[src/rtl/timer_chan_pkg.sv]
package timer_chan_pkg;

    typedef enum logic [2:0] {
        M_TC_INT    = 3'd0,
        M_ONESHOT   = 3'd1,
        M_RATE      = 3'd2,
        M_SQUARE    = 3'd3,
        M_SW_STROBE = 3'd4,
        M_HW_STROBE = 3'd5
    } tmode_e;

    // codes 6 and 7 alias the periodic modes
    function automatic tmode_e fold_mode(input logic [2:0] m);
        return (m > 3'd5) ? tmode_e'(m - 3'd4) : tmode_e'(m);
    endfunction

    function automatic logic is_periodic(input tmode_e m);
        return (m == M_RATE) || (m == M_SQUARE);
    endfunction

    function automatic logic gate_retrig(input tmode_e m);
        return (m == M_ONESHOT) || (m == M_RATE) || (m == M_SQUARE) || (m == M_HW_STROBE);
    endfunction

    function automatic logic gate_free(input tmode_e m);
        return (m == M_ONESHOT) || (m == M_HW_STROBE);
    endfunction

endpackage

[src/rtl/tc_modstep.sv]
// (cur + STEP) mod lim, assuming cur <= lim
module tc_modstep #(
    parameter int CW   = 17,
    parameter int STEP = 1
) (
    input  logic [CW-1:0] cur,
    input  logic [CW-1:0] lim,
    output logic [CW-1:0] nxt
);
    localparam int SW = CW + 1;

    logic [SW-1:0] s1;
    logic [SW-1:0] s2;

    always_comb begin
        s1 = {1'b0, cur} + SW'(STEP);
        if (s1 >= {1'b0, lim}) s1 = s1 - {1'b0, lim};
    end

    if (STEP > 1) begin : g_two_stage
        always_comb begin
            s2 = s1;
            if (s1 >= {1'b0, lim}) s2 = s1 - {1'b0, lim};
        end
    end else begin : g_one_stage
        assign s2 = s1;
    end

    assign nxt = s2[CW-1:0];

    // the reduced sum always fits the counter width
    always_comb begin
        a_r7_step_fits: assert (s2[CW] == 1'b0);
    end

endmodule

[src/rtl/tc_core.sv]
module tc_core
    import timer_chan_pkg::*;
#(
    parameter int W  = 16,
    parameter int CW = W + 1
) (
    input  logic          clk,
    input  logic          rst_n,
    input  logic          load,
    input  logic [W-1:0]  load_val,
    input  logic          mode_wr,
    input  logic [2:0]    mode_in,
    input  logic          gate,
    input  logic          tick,
    output logic          armed_o,
    output tmode_e        mode_o,
    output logic [CW-1:0] init_o,
    output logic [CW-1:0] ph_o,
    output logic [CW-1:0] dbl_o,
    output logic [W-1:0]  cnt_o,
    output logic          done_o,
    output logic          tc_o,
    output logic          expire_o
);
    typedef struct packed {
        logic          armed;
        tmode_e        mode;
        logic [CW-1:0] init;
        logic [CW-1:0] ph;
        logic [CW-1:0] dbl;
        logic [W-1:0]  cnt;
        logic          done;
        logic          tc;
        logic          expire;
        logic          gate_q;
    } st_t;

    st_t st_d, st_q;
    logic rise, restart, run;
    logic [CW-1:0] ph_nx, dbl_nx;

    tc_modstep #(.CW(CW), .STEP(1)) u_phase (.cur(st_q.ph),  .lim(st_q.init), .nxt(ph_nx));
    tc_modstep #(.CW(CW), .STEP(2)) u_dbl   (.cur(st_q.dbl), .lim(st_q.init), .nxt(dbl_nx));

    always_comb begin
        st_d        = st_q;
        st_d.expire = 1'b0;
        st_d.gate_q = gate;
        rise    = gate & ~st_q.gate_q;
        restart = st_q.armed & rise & gate_retrig(st_q.mode);
        run     = st_q.armed & tick & (gate | gate_free(st_q.mode));
        if (mode_wr || load) begin
            if (mode_wr) begin
                st_d.mode  = fold_mode(mode_in);
                st_d.armed = 1'b0;
                st_d.done  = 1'b0;
                st_d.tc    = 1'b0;
            end
            if (load) begin
                st_d.init  = (load_val == '0) ? {1'b1, {W{1'b0}}} : {1'b0, load_val};
                st_d.cnt   = load_val;
                st_d.ph    = '0;
                st_d.dbl   = '0;
                st_d.done  = 1'b0;
                st_d.tc    = 1'b0;
                st_d.armed = 1'b1;
            end
        end else if (restart) begin
            st_d.cnt  = W'(st_q.init);
            st_d.ph   = '0;
            st_d.dbl  = '0;
            st_d.done = 1'b0;
            st_d.tc   = 1'b0;
        end else if (run) begin
            st_d.cnt = st_q.cnt - 1'b1;
            st_d.tc  = 1'b0;
            if (is_periodic(st_q.mode)) begin
                st_d.ph  = ph_nx;
                st_d.dbl = dbl_nx;
                if (ph_nx == '0) begin
                    st_d.tc     = 1'b1;
                    st_d.expire = 1'b1;
                end
            end else if (!st_q.done) begin
                st_d.ph = st_q.ph + 1'b1;
                if (st_q.ph + 1'b1 == st_q.init) begin
                    st_d.done   = 1'b1;
                    st_d.tc     = 1'b1;
                    st_d.expire = 1'b1;
                end
            end
        end
    end

    always_ff @(posedge clk or negedge rst_n) begin
        if (!rst_n) st_q <= '0;
        else        st_q <= st_d;
    end

    assign armed_o  = st_q.armed;
    assign mode_o   = st_q.mode;
    assign init_o   = st_q.init;
    assign ph_o     = st_q.ph;
    assign dbl_o    = st_q.dbl;
    assign cnt_o    = st_q.cnt;
    assign done_o   = st_q.done;
    assign tc_o     = st_q.tc;
    assign expire_o = st_q.expire;

    // a load arms the channel with a cleared phase and the raw value shown
    a_r1_load_arms: assert property (@(posedge clk) disable iff (!rst_n)
        load |=> (st_q.armed && st_q.ph == '0 && st_q.cnt == $past(load_val)));

    // an idle channel never pulses
    a_r2_idle_quiet: assert property (@(posedge clk) disable iff (!rst_n)
        !st_q.armed |-> !st_q.expire);

    // one-shot modes wrap from zero to all ones
    a_r3_wrap_ones: assert property (@(posedge clk) disable iff (!rst_n)
        (run && !restart && !load && !mode_wr && !is_periodic(st_q.mode) && st_q.cnt == '0)
        |=> st_q.cnt == '1);

    // periodic modes reload at the end of each period and pulse expire
    a_r6_period_reload: assert property (@(posedge clk) disable iff (!rst_n)
        (run && !restart && !load && !mode_wr && is_periodic(st_q.mode) && st_q.ph + 1'b1 == st_q.init)
        |=> (st_q.ph == '0 && st_q.expire));

    // square-wave phases stay below the period
    a_r7_square_range: assert property (@(posedge clk) disable iff (!rst_n)
        (st_q.armed && st_q.mode == M_SQUARE) |-> (st_q.dbl < st_q.init && st_q.ph < st_q.init));

    // without a tick, restart or write the counter holds
    a_r8_hold: assert property (@(posedge clk) disable iff (!rst_n)
        (st_q.armed && !tick && !load && !mode_wr && !restart) |=> ($stable(st_q.cnt) && $stable(st_q.ph)));

    // one-shot expire lasts a single cycle
    a_r10_single_pulse: assert property (@(posedge clk) disable iff (!rst_n)
        (st_q.expire && !is_periodic(st_q.mode)) |=> !st_q.expire);

endmodule

[src/rtl/tc_view.sv]
module tc_view
    import timer_chan_pkg::*;
#(
    parameter int W  = 16,
    parameter int CW = W + 1
) (
    input  logic          armed,
    input  tmode_e        mode,
    input  logic [CW-1:0] init,
    input  logic [CW-1:0] ph,
    input  logic [CW-1:0] dbl,
    input  logic [W-1:0]  cnt,
    input  logic          done,
    input  logic          tc,
    output logic [W-1:0]  count,
    output logic          out
);
    logic [CW:0] half;
    logic        wave;

    always_comb begin
        half  = ({1'b0, init} + 1'b1) >> 1;
        count = cnt;
        wave  = 1'b0;
        unique case (mode)
            M_TC_INT:  wave = done;
            M_ONESHOT: wave = ~done;
            M_RATE: begin
                wave  = tc;
                count = W'(init - ph);
            end
            M_SQUARE: begin
                wave  = ({1'b0, ph} < half);
                count = W'(init - dbl);
            end
            default:   wave = tc;
        endcase
        out = armed & wave;
    end

endmodule

[src/rtl/timer_channel.sv]
module timer_channel
    import timer_chan_pkg::*;
#(
    parameter int W = 16
) (
    input  logic         clk,
    input  logic         rst_n,
    input  logic         load,
    input  logic [W-1:0] load_val,
    input  logic         mode_wr,
    input  logic [2:0]   mode_in,
    input  logic         gate,
    input  logic         tick,
    output logic [W-1:0] count,
    output logic         out,
    output logic         expire
);
    localparam int CW = W + 1;

    logic          armed, done, tc;
    tmode_e        mode;
    logic [CW-1:0] init, ph, dbl;
    logic [W-1:0]  cnt;

    tc_core #(.W(W), .CW(CW)) u_core (
        .clk(clk), .rst_n(rst_n), .load(load), .load_val(load_val),
        .mode_wr(mode_wr), .mode_in(mode_in), .gate(gate), .tick(tick),
        .armed_o(armed), .mode_o(mode), .init_o(init), .ph_o(ph), .dbl_o(dbl),
        .cnt_o(cnt), .done_o(done), .tc_o(tc), .expire_o(expire)
    );

    tc_view #(.W(W), .CW(CW)) u_view (
        .armed(armed), .mode(mode), .init(init), .ph(ph), .dbl(dbl),
        .cnt(cnt), .done(done), .tc(tc), .count(count), .out(out)
    );

endmodule

[config.mk]
export PLATFORM = sky130hd
export DESIGN_NAME = timer_channel
export DESIGN_NICKNAME = d
export VERILOG_FILES = /design/src/rtl/timer_chan_pkg.sv /design/src/rtl/tc_modstep.sv /design/src/rtl/tc_core.sv /design/src/rtl/tc_view.sv /design/src/rtl/timer_channel.sv
export SDC_FILE = /design/constraint.sdc
export NUM_CORES = 1
export LEC_CHECK = 0
export ABC_CLOCK_PERIOD_IN_PS = 11900
export BUFFER_PORTS_ARGS = -buffer_cell sky130_fd_sc_hd__buf_2
export CORE_MARGIN = 3
export CORE_UTILIZATION = 60
export DETAILED_ROUTE_END_ITERATION = 7
export PLACE_DENSITY = 0.88
export SYNTH_ARGS = -nofsm -noshare
export SYNTH_HDL_FRONTEND = slang
export SYNTH_SLANG_ARGS = --single-unit
[constraint.sdc]
create_clock -name clk -period 11.9 [get_ports clk]
set_input_delay 2.975 -clock clk [delete_from_list [all_inputs] [get_ports clk]]
set_output_delay 2.975 -clock clk [all_outputs]
set_load 0.01 [all_outputs]
==> results of run 1 <==
==> path summary, 6_finish.rpt <==
path | depth (start not counted) | start | slack, ns | endpoint
worst min-delay path | 2 | u_core.cnt_o[9]$_DFFE_PN0P_ | 0.55 | u_core.cnt_o[9]$_DFFE_PN0P_
worst max-delay path | 16 | u_core.mode_o[1]$_DFFE_PN0P_ | 3.62 | count[14]
min in group asynchronous | 1 | rst_n | 2.79 | u_core.cnt_o[12]$_DFFE_PN0P_
worst min register to register | 2 | u_core.cnt_o[9]$_DFFE_PN0P_ | 0.55 | u_core.cnt_o[9]$_DFFE_PN0P_
max in group asynchronous | 1 | rst_n | 8.48 | u_core.ph_o[3]$_DFFE_PN0P_
worst max register to register | 25 | u_core.dbl_o[1]$_DFFE_PN0P_ | 4.51 | u_core.dbl_o[11]$_DFFE_PN0P_
==> stage by stage <==
step | utilization [%] | total power [uW] | hold WS, ns | std cells
2_1_floorplan | - | 476 | 0.477 | 1101
3_3_place_gp | 64.0 | 550 | 0.519 | 1291
5_1_grt | 66.2 | 895 | 0.560 | 1307
6_report | 66.2 | 862 | 0.555 | 1307
4_1_cts | 66.2 | 851 | 0.551 | 1307
3_5_place_dp | 64.0 | 557 | 0.537 | 1291
==> power by group through the flow <==
stage               Combinational (uW)  Sequential (uW)  Clock (uW)
finish                             269              292         301
global route                       294              294         308
CTS                                263              291         297
detailed placement                 261              296           0
global placement                   255              295           0
floorplan                          188              288           0
==> cell families after synthesis <==
kind of cell / Yosys count
and+or+nand+nor: 377
AOI/OAI and AO/OA: 321
xor gates and xnor gates: 108
adders and majority gates: 90
buffers and inverters: 87
DFF: 75
muxes: 43
==> cell usage after synthesis (3+ instances only) <==
cell type	instances	share of area (%)
a41oi_1	4	0.41
o21bai_1	4	0.35
o211ai_1	6	0.52
nor4_1	20	1.5
mux2_2	8	1.0
or4_1	3	0.26
nand2b_1	9	0.65
a21oi_1	61	3.5
nor2_1	72	3.1
o221ai_1	10	1.0
a21o_1	25	2.2
a31oi_1	9	0.65
or2_2	7	0.51
nand2_1	125	5.4
nor2b_1	12	0.87
buf_1	3	0.13
dfrtp_1	75	22
clkbuf_1	32	1.4
inv_1	48	2.1
or3_1	6	0.44
xor2_1	29	2.9
nor3_1	29	1.7
o21a_1	7	0.61
o22ai_1	17	1.2
nand3b_1	5	0.44
a31o_2	4	0.41
o31ai_1	8	0.70
xnor2_1	79	8.0
nand3_1	37	2.1
o21ai_1	12	0.70
o21ai_0	110	6.4
a221o_1	6	0.70
mux2i_1	35	4.1
fa_1	4	0.93
a21boi_0	3	0.26
ha_1	86	12
and3_1	13	0.94
nand4_1	27	2.0
a211oi_1	9	0.78
==> registers in the layout (all words and copies together), names as in the netlist <==
signal and cells:
u_core.armed_o 1, u_core.cnt_o 16, u_core.dbl_o 17, u_core.done_o 1, u_core.expire_o 1, u_core.init_o 17, u_core.mode_o 3, u_core.ph_o 17
u_core.st_q 1, u_core.tc_o 1
==> layout make-up <==
class                   count  area (um2)  area share, %
flip-flops and latches     75        1880           20.3
clock buffers               9         225           2.43
clock inverters             7        91.3          0.986
inverters                  49         184           1.99
multi-input cells         939        6400           69.1
repair buffers             48         258           2.78
well taps                 180         225           2.43
==> routing by layer <==
metal | up-vias | global-route usage [%] | routed length [um] | share of wire, %
met1 | 4121 | 43.0 | 10700 | 41
met4 | 0 | 13.6 | 965 | 3.7
met5 | - | 0 | 0 | 0
met2 | 483 | 52.7 | 12300 | 47
li1 | 4089 | - | - | -
met3 | 91 | 4.58 | 2460 | 9.3
==> worst reg2reg max path, stage by stage, from the launching register on <==
cell and delay [ns]:
dfrtp_1 0.50, ha_1 0.36, nand4_1 0.14, nor2_1 0.22, nand2_1 0.10, xnor2_1 0.20
ha_1 0.33, a211oi_1 0.35, o21a_1 0.22, nor2_1 0.06, o311ai_1 0.46, nand2_1 0.67
o21ai_0 0.48, ha_1 0.24, inv_1 0.06, fa_1 0.39, a21oi_1 0.26, o21ai_1 0.12
a31oi_2 0.23, o21ai_1 0.16, nand2_1 0.15, a31oi_1 0.15, a2111oi_4 0.55, buf_4 0.33
and2_0 0.37, a221o_1 0.22
==> reports/qor.yml, run 1 <==
setup_path:
  cp_num_buf_inv: 2
  critPathMaxStageDelay_ns: 0.80
  critPathSlowestCell: "nand2_1"
  critical_path_class: "reg2out"
  critPathRequiredTime_ns: 8.93
  cp.arrival_ns: 5.31
  cp-start-kind: "flop"
  cp_max_fo: 18
  cpLargestDelayFamily: "compound AO/OA/AOI/OAI gates"
  cp-end-kind: "output port"
  worstPathCellList: "nor2b_1 > nand2_1 > o21ai_0 > ha_1 > inv_1 > fa_1 > a21o_1 > a21oi_1 > o211ai_1 > nand3_1 > a41oi_1 > a21o_1 > a21oi_1 > xor2_1 > o21ai_0 > buf_2"
floorplan:
  start_util_pct: 61.6
  rows: 43
  io-pin-count: 43
  core_area_um2: 14000
  die_h_um: 126
  fp.dieW_um: 126
  die-area_um2: 15800
route:
  avgViaCountPerCell: 6.72
  drc_errors: 0
  routed_wl_mm: 26.4
  drt_iter0_markers: 1075
  antenna_left: 0
  vias: 8784
  dr.pass1.iters: 6
  wire_per_inst_um: 20.2
finish:
  areaGrowthSynthToFinish_pct: 7.54
  drive_gt1_share_pct: 8.34
  antennaDiodeCount: 0
  nets: 1237
  n_fill_cell: 1135
  final_cell_mix: "nand2_1, o21ai_0, ha_1"
  final_area_um2: 9270
  final_common_cell: "nand2_1"
clocking:
  cts_buffers: 9
  cts_resized: 0
  cts_hold_buffers: 0
  cts_tree: "yes"
  cts_setup_buffers: 0
  clkSinkCount: 75
  cts.clk_slew.worst_paths_ns: 0.06
  clockBufferDepth: 2
  clock_latency_ns: 0.35
  cts_max_level: 3
  cts-root-buf: "clkbuf_16"
power_and_ir_drop:
  p_int_uw: 554
  seqPwrFrac_pct: 33.9
  max-vdd-ir-drop_mv: 0.0653
  p_comb_share_pct: 31.2
  power_leakage_uw: 0.00426
  power.density_nw_per_um2: 93.1
  switchingPower_uw: 308
  p_sw_share_pct: 35.7
  p_clk_share_pct: 34.9
sta:
  clock.fmax_mhz: 121
  setup_viol: 0
  drv_slew: 0
  final-hold-violation-count: 0
  grt_setup_unrepaired: "no"
  tightest_slew_ns: 1.04
  finalSetupTns_ns: 0
  min_period_ns: 8.28
  period_share_pct: 69.6
  fin_ws_ns: 3.62
  slew_headroom_pct: 29.6
  fin_worst_skew_ns: 0.00633
yosys:
  synth_mux_area_share_pct: 5.11
  synth_compound_area_share_pct: 23.7
  synth_cells: 1101
  synth_seq_cells: 75
  synth_top_family_by_area: "compound AO/OA/AOI/OAI gates"
  synth_xor_area_share_pct: 11.0
  yosys.area_share.simple_pct: 21.1
  avgSynthCellArea_um2: 7.83
  synth-async-reset-ratio_pct: 100
  synth_edf_count: 0
  synth_flop_cell: "dfrtp_1"
  yosysWarnings: 0
  synthAdderAreaFrac_pct: 13.4
  synth.distinct_cells: 73
  syn-num-nets: 1216
  syn-cell-area_um2: 8620
  yosysSeqAreaShare_pct: 21.8
global_routing:
  antenna_found_initial: 0
  gr-total-overflow: 0
  grt_pass1_vias: 8190
  grt_pass1_wl_mm: 41.8
  grt_max_degree: 76
  grt_usage_pct: 32.3
placement:
  dp_hpwl_mm: 20.4
  portBuffers: 42
  gp_congestion: 0.965
  dpl_cell_area_um2: 8950
  post-place-ws_ns: 4.20
run_status:
  status: "finished clean"
min_path:
  hp-class: "reg2reg"
run:
  maxCapViolCount: 0
Note: power is estimated with default switching activity, not from simulation.
==> run 2, diff against run 1 <==
Settings changed: ABC_CLOCK_PERIOD_IN_PS 11900 to 8600.
Clock period 11.9 ns to 8.6 ns, I/O delays scaled along.
==> run 2 against run 1 <==
  * Critical path depth increased by 9
  * Count of clock-buffer cells in the layout rose by 1
  * Sequential cell count did not move
  * Setup slack got worse by 1.9 ns
  * Combinational power is 41% higher
  * Power is 34% higher
  * Largest power group is now sequential cells
  * Highest routed layer is now met5
==> reports/qor.yml, run 2 (synthesized netlist as in run 1, its figures left out) <==
run_status:
  status: "finished clean"
finish:
  n_fill_cell: 1139  # +0.35%
  drive_gt1_share_pct: 8.34  # unchanged
  nets: 1237  # unchanged
  areaGrowthSynthToFinish_pct: 7.17
  final_cell_mix: "nand2_1, o21ai_0, ha_1"
  final_common_cell: "nand2_1"
  antennaDiodeCount: 0  # unchanged
floorplan:
  fp.dieW_um: 126  # unchanged
  core_area_um2: 14000  # unchanged
  rows: 43  # unchanged
  die_h_um: 126  # unchanged
  start_util_pct: 61.6  # unchanged
  die-area_um2: 15800  # unchanged
  io-pin-count: 43  # unchanged
clocking:
  cts_tree: "yes"
  clockBufferDepth: 2  # unchanged
  cts.clk_slew.worst_paths_ns: 0.07  # about the same
  cts_buffers: 9  # unchanged
  cts_max_level: 3  # unchanged
  cts_setup_buffers: 0  # unchanged
  cts-root-buf: "clkbuf_16"
  clock_latency_ns: 0.36  # about the same
  clkSinkCount: 75  # unchanged
  cts_resized: 0  # unchanged
  cts_hold_buffers: 0  # unchanged
sta:
  slew_headroom_pct: 27.2  # -2.5 points
  min_period_ns: 6.93
  clock.fmax_mhz: 144
  tightest_slew_ns: 1.08  # +0.0364 ns
  grt_setup_unrepaired: "no"
  setup_viol: 0  # unchanged
  drv_slew: 0  # unchanged
  final-hold-violation-count: 0  # unchanged
  finalSetupTns_ns: 0  # unchanged
  period_share_pct: 80.6
  fin_worst_skew_ns: 0.0113  # +0.00502 ns
min_path:
  holdPathEnd: "u_core.cnt_o[15]$_DFFE_PN0P_"
  hp-class: "reg2reg"
  hold_start: "u_core.cnt_o[15]$_DFFE_PN0P_"
  hold_depth: 2  # unchanged
route:
  avgViaCountPerCell: 6.81  # +1.4%
  antenna_left: 0  # unchanged
  drc_errors: 0  # unchanged
  vias: 8905  # +1.4%
  met3_length_mm: 2.89  # +18%
  highest_layer: "met5"
  wl_met1_mm: 10.5  # -2.3%
  dr.pass1.iters: 8  # +2
  drt_iter0_markers: 1143  # +6.3%
  routed_wl_mm: 26.6  # +0.50%
  wl_met2_mm: 11.9  # -3.4%
  wire_per_inst_um: 20.3  # +0.50%
global_routing:
  gr-total-overflow: 0  # unchanged
  antenna_found_initial: 1  # +1
  grt_pass1_wl_mm: 42.1  # +0.69%
  grt_usage_pct: 32.9  # +0.62 points
  grt_max_degree: 76  # unchanged
  grt_pass1_vias: 8201  # +0.13%
setup_path:
  critPathRequiredTime_ns: 8.90  # -0.03 ns
  critPathSlowestCell: "nand2_1"
  rrSetupSlack_ns: 1.67  # -2.84 ns
  cpMostUsedCell: "nor2_1"
  cp.arrival_ns: 7.23  # +1.92 ns
  r2r-end: "u_core.dbl_o[14]$_DFFE_PN0P_"
  cp-end-kind: "flop"
  cpLargestDelayFamily: "compound AO/OA/AOI/OAI gates"
  crit_start: "u_core.dbl_o[4]$_DFFE_PN0P_"
  cp_num_buf_inv: 2  # unchanged
  critPathMaxStageDelay_ns: 0.65  # -0.15 ns
  critical_path_class: "reg2reg"
  rr_worst_depth: 25  # unchanged
  cp_max_fo: 26  # +8
  rr_startpoint: "u_core.dbl_o[4]$_DFFE_PN0P_"
  cp-start-kind: "flop"
placement:
  gp_congestion: 1.00  # +3.9%
  dp_hpwl_mm: 20.5  # +0.34%
  portBuffers: 42  # unchanged
power_and_ir_drop:
  max-vdd-ir-drop_mv: 0.0980  # +50%
  power_uw: 1160  # +34%
  power.density_nw_per_um2: 125  # +35%
  power_leakage_uw: 0.00424  # -0.46%
run:
  maxCapViolCount: 0  # unchanged
-- run 2: cell types whose count changed in the layout (fill, tap and decap cells not counted) --
cell / before / now
bufinv_16: 2 / 0
clkbuf_8: 0 / 1
clkinv_2: 3 / 1
clkinv_4: 0 / 1
clkinvlp_4: 1 / 2
inv_6: 1 / 2
-- run 2: worst register-to-register path: stages, from the launching register on --
cell	delay (ns)
dfrtp_1	0.48
nand4_1	0.21
nor2_1	0.29
nand3_1	0.21
nor2_1	0.18
xor2_1	0.23
ha_1	0.32
o21ai_0	0.24
o21a_1	0.19
nor2_1	0.06
o311ai_1	0.46
nand2_1	0.65
o21ai_0	0.48
ha_1	0.24
inv_1	0.06
fa_1	0.39
a21oi_1	0.24
o21ai_1	0.11
a31oi_2	0.23
o21ai_1	0.14
nand2_1	0.13
a31oi_1	0.16
a2111oi_4	0.30
buf_4	0.33
and2_0	0.34
a221o_1	0.20
-- run 2: metal layers --
metal	global-route usage [%]	vias to the layer above
li1	-	4088
met3	7.04	118
met2	51.8	594
met1	42.9	4103
met4	16.6	2
met5	0	-
-- run 2: through the flow --
step	instance area (um2)	instances	utilization (%)	setup WS [ns]	hold WS (ns)
2_1_floorplan	8620	1101	-	2.72	0.477
3_3_place_gp	8950	1291	64.0	2.08	0.512
3_5_place_dp	8950	1291	64.0	1.83	0.520
4_1_cts	9230	1307	66.0	1.80	0.535
5_1_grt	9230	1307	66.0	1.08	0.564
6_report	9230	1307	66.0	1.67	0.539
-- run 2: layout make-up --
class	instances	area, um2	area share, %
clock inverter	6	46.3	0.501
sequential	75	1880	20.3
timing repair buffer	48	258	2.79
clock buffer	10	239	2.59
multi-input combinational	939	6400	69.4
tap	180	225	2.44
inverter	49	184	1.99
-- run 2: worst max path at each step --
stage / end / slack, ns / depth (start not counted)
final: u_core.dbl_o[14]$_DFFE_PN0P_ / 1.67 / 25
after global routing: u_core.dbl_o[14]$_DFFE_PN0P_ / 1.08 / 25
after CTS: u_core.dbl_o[14]$_DFFE_PN0P_ / 1.80 / 25
after detailed placement: u_core.dbl_o[16]$_DFFE_PN0P_ / 1.83 / 25
after global placement: u_core.dbl_o[15]$_DFFE_PN0P_ / 2.08 / 25
after floorplan: count[14] / 2.72 / 18
-- run 2: power breakdown --
group / leakage, uW / switching, uW / internal [uW]
Combinational: 0.00313 / 237 / 141
Clock: 0.000135 / 170 / 205
Sequential: 0.000973 / 30.4 / 373
